<file path="src/rtl/mcr_pkg.sv">
`timescale 1ns/1ps
package mcr_pkg;

    // Action taken by the storage bit in one sample
    typedef enum logic {
        ACT_HOLD = 1'b0,
        ACT_LOAD = 1'b1
    } mcr_act_e;

endpackage

</file>
<file path="src/rtl/mcr_rise_detect.sv">
`timescale 1ns/1ps
module mcr_rise_detect #(
    parameter int NUM_LANES = 3
) (
    input  logic [NUM_LANES-1:0] cur_i,
    input  logic [NUM_LANES-1:0] prev_i,
    output logic [NUM_LANES-1:0] rise_o,
    output logic                 any_rise_o
);

    // One comparator per lane: low at last sample, high now
    for (genvar g = 0; g < NUM_LANES; g++) begin : g_lane
        assign rise_o[g] = cur_i[g] & ~prev_i[g];
    end

    assign any_rise_o = |rise_o;

endmodule

</file>
<file path="src/rtl/mcr_data_merge.sv">
`timescale 1ns/1ps
module mcr_data_merge #(
    parameter int NUM_LANES = 3
) (
    input  logic [NUM_LANES-1:0] rise_i,
    input  logic [NUM_LANES-1:0] dat_prev_i,
    output logic                 merged_o
);

    logic [NUM_LANES-1:0] masked;

    // Lanes without a rise are masked out before the OR reduction
    for (genvar g = 0; g < NUM_LANES; g++) begin : g_mask
        assign masked[g] = rise_i[g] & dat_prev_i[g];
    end

    assign merged_o = |masked;

endmodule

</file>
<file path="src/rtl/multi_clk_reg.sv">
`timescale 1ns/1ps
module multi_clk_reg
    import mcr_pkg::*;
#(
    parameter int NUM_LANES = 3
) (
    input  logic                 clk_i,
    input  logic                 rst_i,
    input  logic [NUM_LANES-1:0] src_clk_i,
    input  logic [NUM_LANES-1:0] src_dat_i,
    output logic                 q_o,
    output logic                 edge_seen_o
);

    localparam int LW = NUM_LANES;

    typedef struct packed {
        logic [LW-1:0] clk_hist;
        logic [LW-1:0] dat_hist;
        logic          bit_val;
        logic          loaded;
    } mcr_state_t;

    mcr_state_t st_d, st_q;
    logic [LW-1:0] rise;
    logic          any_rise;
    logic          merged;
    mcr_act_e      act;

    mcr_rise_detect #(.NUM_LANES(LW)) rise_i (
        .cur_i     (src_clk_i),
        .prev_i    (st_q.clk_hist),
        .rise_o    (rise),
        .any_rise_o(any_rise)
    );

    mcr_data_merge #(.NUM_LANES(LW)) merge_i (
        .rise_i    (rise),
        .dat_prev_i(st_q.dat_hist),
        .merged_o  (merged)
    );

    always_comb begin
        act = any_rise ? ACT_LOAD : ACT_HOLD;
        st_d          = st_q;
        st_d.clk_hist = src_clk_i;
        st_d.dat_hist = src_dat_i;
        st_d.loaded   = (act == ACT_LOAD);
        if (act == ACT_LOAD) begin
            st_d.bit_val = merged;
        end
        if (rst_i) begin
            st_d = '0;
        end
    end

    always_ff @(posedge clk_i) begin
        st_q <= st_d;
    end

    assign q_o         = st_q.bit_val;
    assign edge_seen_o = st_q.loaded;

    AST_RESET_CLEAR: assert property (@(posedge clk_i)
        rst_i |=> (!q_o && !edge_seen_o));

    AST_LOAD_FLAG: assert property (@(posedge clk_i) disable iff (rst_i)
        (|(src_clk_i & ~st_q.clk_hist)) |=> edge_seen_o);

    AST_HOLD_LEVEL: assert property (@(posedge clk_i) disable iff (rst_i)
        !(|(src_clk_i & ~st_q.clk_hist)) |=> (!edge_seen_o && $stable(q_o)));

    AST_OLD_DATA: assert property (@(posedge clk_i) disable iff (rst_i)
        (|(src_clk_i & ~st_q.clk_hist & st_q.dat_hist)) |=> q_o);

    AST_MASK_IDLE: assert property (@(posedge clk_i) disable iff (rst_i)
        ((|(src_clk_i & ~st_q.clk_hist)) && !(|(src_clk_i & ~st_q.clk_hist & st_q.dat_hist)))
        |=> !q_o);

endmodule

</file>
<file path="config.mk">
export PLATFORM = sky130hd
export DESIGN_NAME = multi_clk_reg
export DESIGN_NICKNAME = d
export VERILOG_FILES = /design/src/rtl/mcr_pkg.sv /design/src/rtl/mcr_rise_detect.sv /design/src/rtl/mcr_data_merge.sv /design/src/rtl/multi_clk_reg.sv
export SDC_FILE = /design/constraint.sdc
export NUM_CORES = 1
export LEC_CHECK = 0
export BUFFER_PORTS_ARGS = -buffer_cell sky130_fd_sc_hd__buf_2
export CELL_PAD_IN_SITES_DETAIL_PLACEMENT = 0
export CELL_PAD_IN_SITES_GLOBAL_PLACEMENT = 2
export CORE_AREA = 5 5 42 44
export CTS_CLUSTER_SIZE = 28
export DETAILED_ROUTE_END_ITERATION = 12
export DIE_AREA = 0 0 47 49
export PLACE_DENSITY_LB_ADDON = 0.1
export SLEW_MARGIN = 10
export SYNTH_ARGS = -nofsm -noshare
export SYNTH_HDL_FRONTEND = slang
export SYNTH_SLANG_ARGS = --single-unit
</file>
<file path="constraint.sdc">
create_clock -name clk_i -period 1.2 [get_ports clk_i]
set_input_delay 0.06 -clock clk_i [delete_from_list [all_inputs] [get_ports clk_i]]
set_output_delay 0.06 -clock clk_i [all_outputs]
set_load 0.1 [all_outputs]
</file>
* Word-level counts from Yosys, hierarchy flattened
Index checks and enable logic that the tools add are counted.
Storage, ports and cells: RAM bits 0, memories 0, latch bits 0, ROM bits 0, register bits after elaboration 8, input port bits 8, output and inout port bits 2
Operators by class: eq/ne operators 0, bitwise operators 9, shifts and indexed selects 0, $add $sub $neg 0, reduce and logical (&&, ||, !) cells 2, mux-type cells 1, div/mod/pow operators 0, $lt $le $gt $ge 0, multiply operators 0
Operators by type and width (count):
- 1-bit AND | 6
- 3-bit OR reduction | 2
- 1-bit NOT | 3
- 1-bit 2-to-1 mux | 1

* Logic depth before layout (Yosys ltp)
Gate-level depths: netlist of the first run.
depth in word-level cells 4, mapped depth 3, gate-level depth less buffers 3

* Cells and area by module
Synthesis of the first run repeated with hierarchy kept, for this count alone.
Unflattened totals: cells, all modules 23, area, all modules 256.5 um2
By module, submodules not included:
- multi_clk_reg | area each 217.7 um2, instances 1, cells an instance 17
- mcr_rise_detect | area each 25.0 um2, instances 1, cells an instance 4
- mcr_data_merge | area each 13.8 um2, instances 1, cells an instance 2

* Least setup slack after synthesis of the first run
No wires, ideal clock.
path type register -> register, start point register, netlist name q_o, end point register st_q (netlist bit q_o), data required time 1.109 ns, setup slack -0.207 ns, period minus slack after synthesis 1.407 ns, arrival 1.316 ns, buffers on the path 0, cell stages (with the launch flop) 3, cell sequence dfxtp_1 nor4_1 a311oi_1
RTL lines:
- end signal, assigned | RTL line multi_clk_reg.sv:58 | st_q <= st_d;
- end, declared | RTL line multi_clk_reg.sv:24 | mcr_state_t st_d, st_q;

* Worst setup path after layout of the first run
start point register st_q[5] (netlist bit), end point register st_q (netlist bit q_o)
Between the ends: cells in the longest elaborated chain, start to end 4, elaborated cells on any way between the ends 6, those cells by class mux (1); bitwise (3); reduce/logical (2)
Ends and longest elaborated chain:
- 1-bit NOT * | RTL line mcr_rise_detect.sv:13 | assign rise_o[g] = cur_i[g] & ~prev_i[g];
- 1-bit AND * | RTL line mcr_rise_detect.sv:13
- 1-bit AND / 3-bit OR reduction (equally long branches) | RTL line mcr_data_merge.sv:14, mcr_rise_detect.sv:16
- 3-bit OR reduction / 1-bit 2-to-1 mux (equally long branches) | RTL line mcr_data_merge.sv:17, multi_clk_reg.sv:44
Every way passes the cells marked *; elsewhere a longest branch is shown, timed or not. A chain may end at the register's enable or synchronous reset.

==> key figures, run 1 <==
Run status
  – Status: complete, no violations

Layout
  – Diode count: 0
  – Layout cells sized above 1: 42.86%
  – # nets final: 45
  – Commonest non-fill, non-tap cells in the layout: nor2b_1 (9), buf_2 (9), dfxtp_1 (7)
  – Finished Layout Cells: 51
  – Layout Utilization: 25.45%
  – Area Growth Syn to Fin: 33.18%

Routing
  – Vias/cell: ~3.8
  – DRT iter0 DRCs: 3
  – Via Count: about 190
  – Total Wirelength: 493 um
  – Post-DRT Antenna Nets: 0
  – Drt first pass iters: 2
  – DR DRC count: 0
  – Avg WL per Cell: 9.667 um

Place
  – Pre-CTS setup slack: 0.1226 ns
  – DP Cell Count: 48
  – Routability-driven placement congestion ratio: 0.5639
  – # port buffers: 9

Logic synthesis
  – Synth Instances: 23
  – Mapped Avg Cell Area: 11.64 sq um
  – Synthesis-stage register bit count: 8
  – Post-Syn Nets: 31
  – Ys Warns: 0
  – Sequential share of the synthesized area: 59.81%
  – Distinct cells, synth: 8
  – Area of the mapped netlist: 267.8 sq um

Timing
  – F_max: 0.9227 GHz
  – Worst-margin pin slew: 0.4841 ns
  – TNS Setup: 0 ns
  – Clock Skews: 0.001910 ns
  – Worst hold slack: 0.02186 ns
  – Slew headroom: 67.95%
  – Tcrit/Tclk final: around nine tenths
  – Final Slew Violations: 0
  – Final setup fails: 0
  – Final worst slack: ~0.12 ns
  – Final Hold Fails: 0
  – RSZ-0062 raised after global routing: no
  – Minimum clock period: about 1.1 ns

Clocking
  – H-tree Lvls: 1
  – TritonCTS buffer count: 3
  – Setup Fix Bufs, Post-CTS: 0
  – Worst-skew pair later-pin latency: 0.24 ns
  – Resize count post-CTS: 0
  – CTS tree: built
  – Clock sinks: 8
  – CTS clock-pin slew for the worst setup and hold paths: 0.05 ns
  – CTS Hold Buffers Added: 0
  – Clk buf depth: 2
  – Clk root buf: clkbuf_4

Power
  – P_leak: 0.0001532 uW
  – Sequential share of power: between 50% and 60%
  – Max IR drop VDD: a little under 0.4 mV
  – Cell Pwr Density: 1614 nW/um^2
  – Clk network pwr share: 34.3%
  – Sw Share: 25.91%
  – P_sw: 149.1 uW
  – Internal power: 426.5 uW
  – Combinational power share: 15.7%

Die
  – # IOs: 10
  – Placeable Area: 1401 sq um
  – Die W: 47 um
  – Row cnt: 14
  – Initial Util: 19.11%
  – Chip height: 49 um
  – Die ar.: 2303 sq um

Global routing
  – GRT Util Overall: under 10%
  – First-pass GRT wire length: 821 um
  – Vias in the first global route: 204
  – Grt total ovfl: 0
  – Number of antenna violations at the first check in global routing: 0
  – Pin count of the biggest net entering global routing: 9

Worst setup path
  – Critical Path Source Type: register
  – Worst path required time: 1.35 ns
  – Crit end category: register
  – CP Max Fanout: 3
  – Worst setup path category: register to register
  – Critical path arrival: 1.23 ns

Min path
  – Hold/Removal Path Class: primary input to register

Job
  – Max Cap Viol: 0
-- metrics by stage --
stage          total power (uW)  instance area (sq um)
6_report                  575.7                  356.6
5_1_grt                   620.5                  356.6
4_1_cts                   594.1                  356.6
3_5_place_dp              386.0                  334.1
3_3_place_gp              383.9                  334.1
2_1_floorplan             360.7                  269.0
-- cell usage after synthesis (all sizes together) --
library cell | number | area, sq um
a311oi | 1 | 8.760
dfxtp | 8 | 160.2
nor4 | 1 | 6.260
or3 | 1 | 11.26
nor2b | 10 | 70.06
a22oi | 1 | 7.510
nand2 | 1 | 3.750
-- worst paths after layout --
path	start	endpoint	slack, ns	cells past startpoint
hold reg to reg	st_q[2]	q_o	0.47	2
setup reg to reg	st_q[5]	q_o	0.12	3
setup / recovery	st_q[5]	q_o	0.12	3
hold / removal	src_dat_i[2]	st_q[4]	0.02	2
-- cells by family after synthesis --
kind of cell | Yosys count | share of synthesized area, %
AO/OA/AOI/OAI | 2 | 6.076
flip-flops | 8 | 59.81
AND/OR/NAND/NOR | 13 | 34.11
-- layer usage --
| metal | up-vias | track usage, % | share of wire [%] |
|---|---|---|---|
| li1 | 102 | - | - |
| met1 | 80 | 5.727 | 46 |
| met2 | 8 | 6.787 | 43 |
| met3 | 2 | 3.690 | 9.7 |
| met4 | 0 | 6.912 | 1.8 |
| met5 | - | 0 | 0 |
-- power by group through the flow --
stage	Combinational (uW)	Sequential, uW	Clock (uW)
global route	96.7	289	234
CTS	91.9	288	214
floorplan	26.3	334	0
detailed placement	91.7	294	0
finish	90.2	288	197
global placement	90.1	294	0
-- sequential cells by signal, summed over array words and instances, names as in the netlist --
signal,cells
st_q,6
edge_seen_o,1
q_o,1
-- worst max-delay path, stage by stage, from the launching register on --
cell and delay (ns):
dfxtp_1 0.35, nor2b_4 0.05, or3_4 0.38, a311oi_1 0.21
-- cell type report --
cell class,count,area (sq um)
Fill cell,168,1045
Multi-Input combinational cell,15,107.6
Timing Repair Buffer,9,45.04
Tap cell,16,20.02
Sequential cell,8,161.4
Clock buffer,3,22.52
No activity file was read; power rests on OpenSTA's default activity.
==> inputs of run 2 (changes only) <==
Settings changed: BUFFER_PORTS_ARGS -buffer_cell sky130_fd_sc_hd__buf_2 to not set, DONT_BUFFER_PORTS set to 1.
==> key figures, run 2 (synthesis results as in run 1) <==
Worst setup path
  – Worst path max stage delay: 0.38 ns (about the same)
  – R2r worst-path depth: 3 (unchanged)
  – Worst setup path category: register to register
  – Start point of the critical path: st_q[5]
  – CP Max Fanout: 3 (unchanged)
  – Worst-path cell chain: nor2b_4, or3_4, a311oi_1
  – FF-to-FF Start: st_q[5]
  – Crit end category: register
  – Critical path arrival: 1.23 ns (about the same)
  – Worst path required time: 1.36 ns (about the same)
  – Critical Path Source Type: register
  – Reg-to-reg endpoint: q_o
  – Reg2Reg Setup Slack: 0.13 ns (about the same)
  – Slowest-stage cell, CP: or3_4

Min path
  – Hold/Removal Path Class: primary input to register
  – Hold_sp: src_clk_i[0]
  – Hold Crit Endpoint: q_o
  – Hold Path Cell Cnt: 3 (+1)

Place
  – # port buffers: 0 (-9)
  – DP Cell Count: 41 (-15%)
  – Routability-driven placement congestion ratio: 0.5786 (+2.6%)

Timing
  – Slew headroom: 79.18% (+11 points)
  – F_max: 0.9337 GHz (+1.2%)
  – Final Hold Fails: 0 (unchanged)
  – Worst-margin pin slew: 0.3113 ns (-0.1728 ns)
  – RSZ-0062 raised after global routing: no
  – Tcrit/Tclk final: 89.25% (-1.1 points)
  – Minimum clock period: 1.071 ns (-0.01270 ns)
  – Final setup fails: 0 (unchanged)
  – TNS Setup: 0 ns (unchanged)
  – Clock Skews: 0.004453 ns (+0.002543 ns)
  – Final Slew Violations: 0 (unchanged)

Layout
  – Finished Layout Cells: 51 (unchanged)
  – Seq. cell area: 161.4 sq um (unchanged)
  – Commonest non-fill, non-tap cells in the layout: nor2b_1 (9), dfxtp_1 (7), dlygate4sd3_1 (7)
  – Multi-input gate area: 107.6 sq um (unchanged)
  – Area Growth Syn to Fin: 48.13%
  – Reg with most FFs: st_q
  – Most common cell after layout, fill and taps aside: nor2b_1
  – Fill cells: 153 (-8.9%)
  – Diode count: 0 (unchanged)
  – # nets final: 45 (unchanged)
  – Max FFs per register: 6 (unchanged)
  – Layout cells sized above 1: 22.86% (-20 points)

Routing
  – Post-DRT Antenna Nets: 0 (unchanged)
  – Drt first pass iters: 1 (-1)
  – Via Count: 197 (+2.6%)
  – Vias/cell: 3.863 (+2.6%)
  – Total Wirelength: 526 um (+6.7%)
  – Avg WL per Cell: 10.31 um (+6.7%)
  – DRT iter0 DRCs: 0 (-3)
  – DR DRC count: 0 (unchanged)

Clocking
  – Clock sinks: 8 (unchanged)
  – H-tree Lvls: 1 (unchanged)
  – Worst-skew pair later-pin latency: 0.25 ns (about the same)
  – Clk root buf: clkbuf_4
  – TritonCTS buffer count: 3 (unchanged)
  – CTS clock-pin slew for the worst setup and hold paths: 0.05 ns (about the same)
  – CTS tree: built
  – Clk buf depth: 2 (unchanged)

Power
  – Max IR drop VDD: 0.4915 mV (+25%)
  – Cell Pwr Density: 1481 nW/um^2 (-8.2%)
  – P_leak: 0.0001557 uW (+1.7%)

Die
  – Die W: 47 um (unchanged)
  – # IOs: 10 (unchanged)
  – Row cnt: 14 (unchanged)
  – Die ar.: 2303 sq um (unchanged)
  – Chip height: 49 um (unchanged)
  – Initial Util: 19.11% (unchanged)
  – Placeable Area: 1401 sq um (unchanged)

Job
  – Max Cap Viol: 0 (unchanged)

Global routing
  – Grt total ovfl: 0 (unchanged)
  – Vias in the first global route: 214 (+4.9%)
  – Pin count of the biggest net entering global routing: 9 (unchanged)
  – Number of antenna violations at the first check in global routing: 0 (unchanged)
  – First-pass GRT wire length: 807 um (-1.7%)
  – GRT Util Overall: 5.300% (-0.41 points)

Run status
  – Status: complete, no violations
## run 2: layer usage
metal	share of wire (%)	GRT usage [%]	vias to the layer above
li1	-	-	101
met1	43	5.556	86
met2	47	6.561	8
met3	8.6	2.214	2
met4	1.5	6.912	0
met5	0	0	-
## run 2: power by group
part | internal [uW] | switching, uW
sequential | 283 | 5.82
clock | 114 | 85.0
combinational | 40.1 | 59.6
## run 2: area by class of cell
| type | instances | area share, % |
|---|---|---|
| tap | 16 | 5.047 |
| timing repair buffer | 9 | 21.45 |
| multi-input combinational | 15 | 27.13 |
| clock buffer | 3 | 5.678 |
| sequential | 8 | 40.69 |
## run 2: what timing repair did
action / in CTS / in global routing
buffers inserted: 0 / 0
hold buffers: 7 / 0
resized for setup: 0 / 0
endpoints found under the hold margin: 8 / 0
setup endpoints to repair: 0 / 0
## run 2: worst max path at each step
stage / endpoint / slack (ns) / cells after the start
CTS: q_o / 0.12 / 3
global route: q_o / 0.05 / 3
floorplan: q_o / 0.12 / 2
global placement: q_o / 0.13 / 3
detailed placement: q_o / 0.14 / 3
finish: q_o / 0.13 / 3
## run 2: stage by stage
step	cell area, sq um	setup slack, ns	hold WS, ns	total power (uW)	utilization [%]
2_1_floorplan	269.0	0.1164	0.1247	360.7	-
3_3_place_gp	304.0	0.1290	0.1290	374.0	21.70
3_5_place_dp	304.0	0.1403	0.1285	374.2	21.70
4_1_cts	396.6	0.1240	0.09470	602.7	28.30
5_1_grt	396.6	0.05241	0.1124	617.1	28.30
6_report	396.6	0.1290	0.1012	587.5	28.30
## run 2: worst max-delay path, delay by kind of cell (launching register included)
kind             cells  cell delay [ns]
AND/OR/NAND/NOR      2             0.43
flip-flops           1             0.35
AO/OA/AOI/OAI        1             0.20
